$ cat src/rtl/wdk_pkg.sv
package wdk_pkg;
  localparam logic [7:0] KEY_ADDR_DEF   = 8'hA6;
  localparam logic [7:0] KEY_FIRST_DEF  = 8'h1E;
  localparam logic [7:0] KEY_SECOND_DEF = 8'hE1;
  localparam int         PULSE_LEN_DEF  = 96;

  // bits needed to encode an exponent from 0 up to the stage count
  function automatic int sel_width(input int stages);
    return $clog2(stages + 1);
  endfunction
endpackage

$ cat src/rtl/wdk_keyseq.sv
module wdk_keyseq #(
  parameter int ADDR_W = 8,
  parameter int DATA_W = 8,
  parameter logic [ADDR_W-1:0] KEY_ADDR   = '0,
  parameter logic [DATA_W-1:0] KEY_FIRST  = '0,
  parameter logic [DATA_W-1:0] KEY_SECOND = '0
) (
  input  logic              clk,
  input  logic              rst_n,
  input  logic              clr,
  input  logic              wr_en,
  input  logic [ADDR_W-1:0] wr_addr,
  input  logic [DATA_W-1:0] wr_data,
  output logic              key_ok
);
  logic half_key;
  logic hit;

  // writes elsewhere, or during a clear, leave the detector untouched
  assign hit    = wr_en && (wr_addr == KEY_ADDR) && !clr;
  assign key_ok = hit && half_key && (wr_data == KEY_SECOND);

  always_ff @(posedge clk or negedge rst_n) begin
    if (!rst_n)   half_key <= 1'b0;
    else if (clr) half_key <= 1'b0;
    else if (hit) half_key <= (wr_data == KEY_FIRST);
  end


  key_quiet_chk: assert property (@(posedge clk) disable iff (!rst_n)
    clr |-> !key_ok);
endmodule

$ cat src/rtl/wdk_prescale.sv
module wdk_prescale #(
  parameter int PRE_W = 7,
  parameter int SEL_W = 3
) (
  input  logic             clk,
  input  logic             rst_n,
  input  logic             clr,
  input  logic             restart,
  input  logic             en,
  input  logic             tick,
  input  logic [SEL_W-1:0] sel_in,
  output logic             step
);
  logic [SEL_W-1:0] sel_q;
  logic [PRE_W-1:0] pcnt;
  logic [PRE_W-1:0] mask;

  // low n bits of the mask set: step when they are all ones
  for (genvar i = 0; i < PRE_W; i++) begin : g_mask
    assign mask[i] = (SEL_W'(i) < sel_q);
  end

  assign step = en && tick && ((pcnt & mask) == mask);

  always_ff @(posedge clk or negedge rst_n) begin
    if (!rst_n) begin
      sel_q <= '0;
      pcnt  <= '0;
    end else begin
      if (!en) sel_q <= sel_in;
      if (clr || restart || !en) pcnt <= '0;
      else if (tick)             pcnt <= pcnt + 1'b1;
    end
  end


  sel_hold_chk: assert property (@(posedge clk) disable iff (!rst_n)
    en && !clr |=> $stable(sel_q));
endmodule

$ cat src/rtl/wdk_count.sv
module wdk_count #(
  parameter int CNT_W = 14
) (
  input  logic clk,
  input  logic rst_n,
  input  logic clr,
  input  logic restart,
  input  logic step,
  output logic en,
  output logic ovf
);
  logic [CNT_W-1:0] cnt;

  assign ovf = en && (&cnt);

  always_ff @(posedge clk or negedge rst_n) begin
    if (!rst_n)       en <= 1'b0;
    else if (clr)     en <= 1'b0;
    else if (restart) en <= 1'b1;
  end

  always_ff @(posedge clk or negedge rst_n) begin
    if (!rst_n)                cnt <= '0;
    else if (clr || restart)   cnt <= '0;
    else if (step)             cnt <= cnt + 1'b1;
  end


  en_sticky_chk: assert property (@(posedge clk) disable iff (!rst_n)
    en && !clr |=> en);

  service_clear_chk: assert property (@(posedge clk) disable iff (!rst_n)
    restart |=> en && (cnt == '0));

  count_hold_chk: assert property (@(posedge clk) disable iff (!rst_n)
    en && !clr && !restart && !step |=> $stable(cnt));

  clear_state_chk: assert property (@(posedge clk) disable iff (!rst_n)
    clr |=> !en && (cnt == '0));
endmodule

$ cat src/rtl/wdk_pulse.sv
module wdk_pulse #(
  parameter int PULSE_LEN = 96
) (
  input  logic clk,
  input  logic rst_n,
  input  logic start,
  output logic active
);
  localparam int PW = $clog2(PULSE_LEN + 1);
  logic [PW-1:0] len;

  always_ff @(posedge clk or negedge rst_n) begin
    if (!rst_n) begin
      active <= 1'b0;
      len    <= '0;
    end else if (active) begin
      if (len == PW'(PULSE_LEN - 1)) begin
        active <= 1'b0;
        len    <= '0;
      end else begin
        len <= len + 1'b1;
      end
    end else if (start) begin
      active <= 1'b1;
      len    <= '0;
    end
  end

  // independent high-time counter for the width check
  logic [PW-1:0] hi_cnt;
  always_ff @(posedge clk or negedge rst_n) begin
    if (!rst_n)      hi_cnt <= '0;
    else if (active) hi_cnt <= hi_cnt + 1'b1;
    else             hi_cnt <= '0;
  end


  pulse_len_chk: assert property (@(posedge clk) disable iff (!rst_n)
    $fell(active) |-> hi_cnt == PW'(PULSE_LEN));

  pulse_start_chk: assert property (@(posedge clk) disable iff (!rst_n)
    start && !active |=> active);
endmodule

$ cat src/rtl/keyed_watchdog.sv
module keyed_watchdog import wdk_pkg::*; #(
  parameter int ADDR_W    = 8,
  parameter int DATA_W    = 8,
  parameter int CNT_W     = 14,
  parameter int PRE_W     = 7,
  parameter int PULSE_LEN = PULSE_LEN_DEF,
  parameter logic [ADDR_W-1:0] KEY_ADDR   = ADDR_W'(KEY_ADDR_DEF),
  parameter logic [DATA_W-1:0] KEY_FIRST  = DATA_W'(KEY_FIRST_DEF),
  parameter logic [DATA_W-1:0] KEY_SECOND = DATA_W'(KEY_SECOND_DEF),
  localparam int SEL_W = sel_width(PRE_W)
) (
  input  logic              clk,
  input  logic              rst_n,
  input  logic              tick,
  input  logic              wr_en,
  input  logic [ADDR_W-1:0] wr_addr,
  input  logic [DATA_W-1:0] wr_data,
  input  logic [SEL_W-1:0]  presc_sel,
  output logic              sys_rst
);
  logic key_ok, step, en, ovf, clr;

  // timeout and the whole pulse hold every other piece cleared
  assign clr = ovf || sys_rst;

  wdk_keyseq #(
    .ADDR_W(ADDR_W), .DATA_W(DATA_W), .KEY_ADDR(KEY_ADDR),
    .KEY_FIRST(KEY_FIRST), .KEY_SECOND(KEY_SECOND)
  ) u_keyseq (
    .clk(clk), .rst_n(rst_n), .clr(clr), .wr_en(wr_en),
    .wr_addr(wr_addr), .wr_data(wr_data), .key_ok(key_ok)
  );

  wdk_prescale #(.PRE_W(PRE_W), .SEL_W(SEL_W)) u_prescale (
    .clk(clk), .rst_n(rst_n), .clr(clr), .restart(key_ok), .en(en),
    .tick(tick), .sel_in(presc_sel), .step(step)
  );

  wdk_count #(.CNT_W(CNT_W)) u_count (
    .clk(clk), .rst_n(rst_n), .clr(clr), .restart(key_ok),
    .step(step), .en(en), .ovf(ovf)
  );

  wdk_pulse #(.PULSE_LEN(PULSE_LEN)) u_pulse (
    .clk(clk), .rst_n(rst_n), .start(ovf), .active(sys_rst)
  );


  idle_quiet_chk: assert property (@(posedge clk) disable iff (!rst_n)
    !en && !sys_rst |=> !sys_rst);
endmodule

$ cat config.mk
export PLATFORM = sky130hd
export DESIGN_NAME = keyed_watchdog
export DESIGN_NICKNAME = d
export VERILOG_FILES = /design/src/rtl/wdk_pkg.sv /design/src/rtl/wdk_keyseq.sv /design/src/rtl/wdk_prescale.sv /design/src/rtl/wdk_count.sv /design/src/rtl/wdk_pulse.sv /design/src/rtl/keyed_watchdog.sv
export SDC_FILE = /design/constraint.sdc
export NUM_CORES = 1
export LEC_CHECK = 0
export ABC_AREA = 1
export ABC_CLOCK_PERIOD_IN_PS = 4500
export BUFFER_PORTS_ARGS = -buffer_cell sky130_fd_sc_hd__clkbuf_2
export CAP_MARGIN = 30
export CORE_ASPECT_RATIO = 1.5
export CORE_MARGIN = 5
export CORE_UTILIZATION = 57
export CTS_CLUSTER_DIAMETER = 40
export DETAILED_ROUTE_END_ITERATION = 8
export GPL_ROUTABILITY_DRIVEN = 0
export PLACE_DENSITY_LB_ADDON = 0.25
export SETUP_SLACK_MARGIN = 0.4
export SLEW_MARGIN = 20
export SYNTH_ARGS = -nofsm -noshare
export SYNTH_HDL_FRONTEND = slang
export SYNTH_SLANG_ARGS = --single-unit
export TNS_END_PERCENT = 10
$ cat constraint.sdc
create_clock -name clk -period 4.5 [get_ports clk]
set_input_delay 0.9 -clock clk [delete_from_list [all_inputs] [get_ports clk]]
set_output_delay 0.9 -clock clk [all_outputs]
set_load 0.01 [all_outputs]
==> flow_summary.yaml, run 1 <==
layout:
  antenna-diode-count: 0
  fill_cells: 318
  final_nets: 306
  drive_above_1_share_pct: 16.01
  areaGrowthSynthToFinish_pct: 11.24
cts:
  cts_hold_buf: 0
  post_cts_resized: 0
  numCtsBuffers: 5
  clk_path_buf_depth: 2
  worstSkewPairLatency_ns: 0.29
  clock_sinks: 34
  clkTransAtPathRegs_ns: 0.07
  cts_root_buf: "clkbuf_8"
  cts_tree: "done"
  h-tree-depth: 2
  post_cts_buffers: 0
sta:
  hold_violations: 0
  rsz0062_at_grt: "no"
  layout_setup_ws_ns: 2.609
  fin_setup_tns_ns: 0
  slew_violations: 0
  finalSetupViolCount: 0
  timing.final.crit_period_ns: 1.891
  fin_skew_ns: 0.006846
  period_share_pct: 42.02
  tightest_slew_ns: 0.4477
  max-slew-margin-rel_pct: 70.15
  max_freq_ghz: 0.5289
placed_design:
  dp_hpwl_mm: 2.795
  post-place-ws_ns: 2.387
  port_buffers: 23
pwr:
  clkPwrFrac_pct: 44.0
  power.density_nw_per_um2: 263.4
  p_switching_uw: 126.3
  peakVddDrop_mv: 0.2224
  switching_share_pct: 21.05
  p_leak_nw: 1.135
  p_int_uw: 473.8
  p_comb_share_pct: 4.4
  power_frac_seq_pct: 51.6
synth:
  synth_nets: 281
  synth_area_leaders: "dfrtp_1 (42%), nand2_1 (12%), nand3_1 (7.8%), xor2_1 (7.7%), nor2_1 (5.1%)"
  synthSimpleGateAreaFrac_pct: 35.61
  synth_area_um2: 2048
  ys.flop_type: "dfrtp_1"
  postSynthAreaPerCell_um2: 8.032
  synthCells: 255
  synth_compound_area_share_pct: 4.765
  synthAdderAreaFrac_pct: 1.833
  ys_ff_latch: 34
  synth_top_family_by_area: "simple AND/OR/NAND/NOR gates"
  synth_edf_count: 0
  ys_types: 26
  muxShareOfSynthArea_pct: 0
  yosysMostFrequentCell: "nand2_1"
  synth.top_cell.area_share_pct: 41.54
  synthXorXnorAreaFrac_pct: 8.552
  ys_warn_count: 0
  async_flop_share_pct: 100.0
  synth_commonest_cells: "nand2_1 (64), dfrtp_1 (34), nand3_1 (32)"
  yosysTopAreaCell: "dfrtp_1"
  seq_area_frac_synth_pct: 41.54
global_routing:
  antenna_found_initial: 0
  grt-ovfl-total: 0
  first_global_vias: 1703
  grtUsageTotal_pct: 18.38
  grt_pass1_wl_mm: 7.141
  grt_max_degree: 36
worst_setup_path:
  crit_type: "reg2reg"
  end_kind: "flop"
  critPathMaxFanout: 35
  start_kind: "flop"
  worstPathArrival_ns: 2.11
  required_ns: 4.72
floorplanning:
  die_h_um: 83.42
  core_area_um2: 3448
  rows: 26
  die_w_um: 58.95
  start_util_pct: 59.40
  ios: 24
  die_area_um2: 4917
flow_run:
  maxCapViolCount: 0
drt:
  drt-total-wl_mm: 3.919
  ant_nets: 0
  routedWlPerCell_um: 12.13
  drtPass1Iterations: 4
  drt-vias-per-instance: 5.300
  drc: 0
  drtIter0Drc: 50
  vias: 1712
hold_path:
  hold_path.class: "in2async"
run_status:
  status: "finished clean"
==> worst max-delay path: stages (launching register included) <==
cell     delay [ns]
dfrtp_1        0.44
ha_1           0.27
nand3_2        0.14
nor2_2         0.06
nand3_2        0.08
nand2_4        0.10
nor2_8         0.40
nand2_1        0.19
nor2_1         0.13
==> sequential cells by signal (all words and copies together) (netlist names) <==
register           count
u_count.cnt           14
u_keyseq.half_key      1
u_prescale.sel_q       3
u_prescale.pcnt        7
u_pulse.active         1
u_pulse.len            7
u_count.en             1
==> power groups by stage <==
stage,sequential [mW],clock (mW),combinational (mW)
after floorplan,0.315,0,0.00741
after global placement,0.315,0,0.0245
after detailed placement,0.315,0,0.0251
after CTS,0.309,0.275,0.0252
after global routing,0.309,0.283,0.0312
final,0.309,0.264,0.0266
==> logic make-up after synthesis <==
group                    count (synthesis)
AO/OA/AOI/OAI                           16
XOR/XNOR                                20
adder cells (fa/ha/maj)                  3
buffers and inverters                   30
flip-flops                              34
AND/OR/NAND/NOR                        152
==> cells in the final DEF, fill, tap and decap left out, types with 3 or more instances in the layout <==
cell type,count
nand3_1,32
o21ai_0,9
nand3b_1,6
nand3_2,5
dfrtp_1,34
clkbuf_2,23
nor2_2,3
nand2_1,64
clkbuf_8,8
nor2_1,28
inv_1,24
nand4_1,9
ha_1,3
xor2_1,18
==> worst paths after layout <==
check	from	to	slack, ns	depth (start not counted)
worst max-delay path	u_count.cnt[0]$_DFFE_PN0P_	u_prescale.pcnt[5]$_DFFE_PN0P_	2.61	8
worst min-delay path	rst_n	u_prescale.pcnt[0]$_DFFE_PN0P_	0.45	1
worst max register to register	u_count.cnt[0]$_DFFE_PN0P_	u_prescale.pcnt[5]$_DFFE_PN0P_	2.61	8
worst min register to register	u_pulse.len[1]$_DFFE_PN0P_	u_pulse.len[1]$_DFFE_PN0P_	0.52	2
max in group asynchronous	rst_n	u_count.cnt[3]$_DFFE_PN0P_	3.65	2
min in group clk	u_pulse.len[1]$_DFFE_PN0P_	u_pulse.len[1]$_DFFE_PN0P_	0.52	2
==> metal layers <==
| layer | track usage (%) | vias to the layer above | wire [um] |
|---|---|---|---|
| li1 | - | 876 | - |
| met1 | 20.69 | 801 | 1714 |
| met2 | 32.19 | 27 | 1964 |
| met3 | 2.640 | 8 | 144 |
| met4 | 9.278 | 0 | 95 |
| met5 | 0 | - | 0 |
==> metrics by stage <==
stage	instance area (um2)	instances	power (mW)	util [%]	hold slack, ns
3_3_place_gp	2148	314	0.3396	62.30	0.4933
5_1_grt	2278	323	0.6234	66.07	0.4589
6_report	2278	323	0.6002	66.07	0.4470
4_1_cts	2258	322	0.6091	65.49	0.5278
3_5_place_dp	2148	314	0.3403	62.30	0.5106
2_1_floorplan	2048	255	0.3223	-	0.4708
==> area by class of cell <==
| type | count | area [um2] | area share [%] |
|---|---|---|---|
| multi-input cells | 191 | 1040 | 45.63 |
| inverters | 24 | 90.09 | 3.954 |
| clock buffers | 8 | 110.1 | 4.833 |
| well taps | 42 | 52.55 | 2.306 |
| repair buffers | 24 | 135.1 | 5.931 |
| flip-flops and latches | 34 | 850.8 | 37.34 |
(Power assumes the default switching activity.)
==> inputs of run 2 (changes only) <==
ABC_CLOCK_PERIOD_IN_PS = 2000   (was 4500)
clock period = 2 ns   (was 4.5 ns; I/O delays follow)
==> run 2 against run 1 <==
  * Global-route usage grew 1.7 points
  * Register-to-register slack worse by 2.2 ns
  * Total power rose by 120%
  * Sequential cell count did not move
  * Utilization up 2.8 points
  * Sequential share of layout area down 1.5 points
  * Via count is 5.8% higher
  * Clock skew decreased by 0.0033 ns
  * First-iteration DRC count grew 64%
  * Final cell count up 2.8%
  * Die area did not move
  * Hold slack worse by 0.32 ns
  * Largest cell class unchanged
  * Largest power group unchanged
  * Highest routed layer unchanged
==> flow_summary.yaml, run 2 (same netlist as run 1, synthesis figures left out) <==
sta:
  period_share_pct: 77.65
  max-slew-margin-rel_pct: 71.57
  layout_setup_ws_ns: 0.4469
  finalSetupViolCount: 0
  fin_setup_tns_ns: 0
  fin_skew_ns: 0.003507
  hold_violations: 0
  max_freq_ghz: 0.6439
  tightest_slew_ns: 0.4264
  slew_violations: 0
  timing.final.crit_period_ns: 1.553
  rsz0062_at_grt: "yes"
layout:
  final_cells: 332
  largest_reg_flops: 14
  final_common_cell: "nand2_1"
  final_nets: 315
  regMostFlops: "u_count.cnt"
  final_area_um2: 2376
  reg.largest.list: "u_count.cnt (14), u_prescale.pcnt (7), u_pulse.len (7)"
  drive_above_1_share_pct: 19.66
  areaGrowthSynthToFinish_pct: 16.00
  antenna-diode-count: 0
  final_cell_mix: "nand2_1 (64), dfrtp_1 (33), nand3_1 (32)"
global_routing:
  antenna_found_initial: 0
  grt_max_degree: 35
  first_global_vias: 1806
  grtUsageTotal_pct: 20.04
  grt_pass1_wl_mm: 7.665
  grt-ovfl-total: 0
placed_design:
  dp_hpwl_mm: 2.971
  placed_area_um2: 2176
  post-place-ws_ns: 0.2677
  place_inst: 316
  port_buffers: 23
worst_setup_path:
  max_stage_delay_ns: 0.37
  critPathSlowestCell: "dfrtp_1"
  crit_cells: 9
  crit_type: "reg2reg"
  end_kind: "flop"
  crit_chain: "ha_2, nand3_2, nor2_2, nand3_2, nand2_4, buf_4, nor2_2, nand3_1, nand2_1"
  worst-path-buf-inv: 1
  critPathTopFamily: "simple AND/OR/NAND/NOR gates"
  critPathMaxFanout: 6
  worstPathArrival_ns: 1.73
  required_ns: 2.18
  rr_worst_depth: 9
  start_kind: "flop"
cts:
  worstSkewPairLatency_ns: 0.28
  clk_path_buf_depth: 2
  cts_hold_buf: 0
  h-tree-depth: 2
  cts_root_buf: "clkbuf_8"
  cts_tree: "done"
  clock_sinks: 34
  clkTransAtPathRegs_ns: 0.07
  numCtsBuffers: 5
drt:
  routedWlPerCell_um: 13.26
  drtIter0Drc: 82
  drt-vias-per-instance: 5.458
  drt-total-wl_mm: 4.402
  drtPass1Iterations: 4
  ant_nets: 0
  vias: 1812
  drc: 0
floorplanning:
  die_h_um: 83.42
  start_util_pct: 59.40
  die_area_um2: 4917
  ios: 24
  rows: 26
  core_area_um2: 3448
  die_w_um: 58.95
run_status:
  status: "finished clean"
pwr:
  p_leak_nw: 1.178
  power.density_nw_per_um2: 566.1
  peakVddDrop_mv: 0.5187
flow_run:
  maxCapViolCount: 0
hold_path:
  hold_path.class: "in2async"
-- run 2: stage by stage --
step	total power, mW	util [%]	hold slack (ns)
2_1_floorplan	0.7251	-	0.1044
3_3_place_gp	0.7662	63.10	0.4612
3_5_place_dp	0.7671	63.10	0.4564
4_1_cts	1.362	68.36	0.1480
5_1_grt	1.403	68.90	0.1855
6_report	1.345	68.90	0.1298
-- run 2: area by class of cell --
class | count | area (um2)
sequential | 34 | 852.1
fill | 309 | 1072
inverter | 24 | 90.09
clock buffer | 8 | 110.1
multi-input combinational | 193 | 1071
tap | 42 | 52.55
timing repair buffer | 31 | 200.2
-- run 2: layer usage --
layer,part of all wire (%),vias up,global-route usage (%)
met5,0,-,0
li1,-,898,-
met3,4.5,11,3.882
met4,2.4,0,8.660
met2,53,55,34.21
met1,40,848,23.52
-- run 2: final timing paths --
check                                      startpoint  slack, ns                              end
min in group clk                         presc_sel[2]       0.31  u_prescale.sel_q[2]$_DFFE_PN0N_
max reg2reg                u_count.cnt[1]$_DFFE_PN0P_       0.45      u_count.cnt[10]$_DFFE_PN0P_
max                        u_count.cnt[1]$_DFFE_PN0P_       0.45      u_count.cnt[10]$_DFFE_PN0P_
max in group asynchronous                       rst_n       1.54           u_count.en$_DFFE_PN0P_
min reg2reg                u_pulse.len[1]$_DFFE_PN0P_       0.52       u_pulse.len[1]$_DFFE_PN0P_
min                                             rst_n       0.13      u_count.cnt[10]$_DFFE_PN0P_
-- run 2: worst reg2reg max path: stages (launching register included) --
cell,delay [ns]
dfrtp_1,0.37
ha_2,0.22
nand3_2,0.12
nor2_2,0.14
nand3_2,0.10
nand2_4,0.13
buf_4,0.15
nor2_2,0.07
nand3_1,0.10
nand2_1,0.05
-- run 2: report_power, final --
part / leakage, nW / switching (mW) / total, mW / internal, mW
Clock: 0.0575 / 0.244 / 0.591 / 0.348
Sequential: 0.462 / 0.00410 / 0.696 / 0.692
Combinational: 0.659 / 0.0335 / 0.0573 / 0.0239
-- run 2: timing repair --
item	in CTS	in global routing
setup endpoints to repair	19	20
pin swaps	2	2
cloned	1	1
gates resized for setup	1	3
buffers inserted	6	0
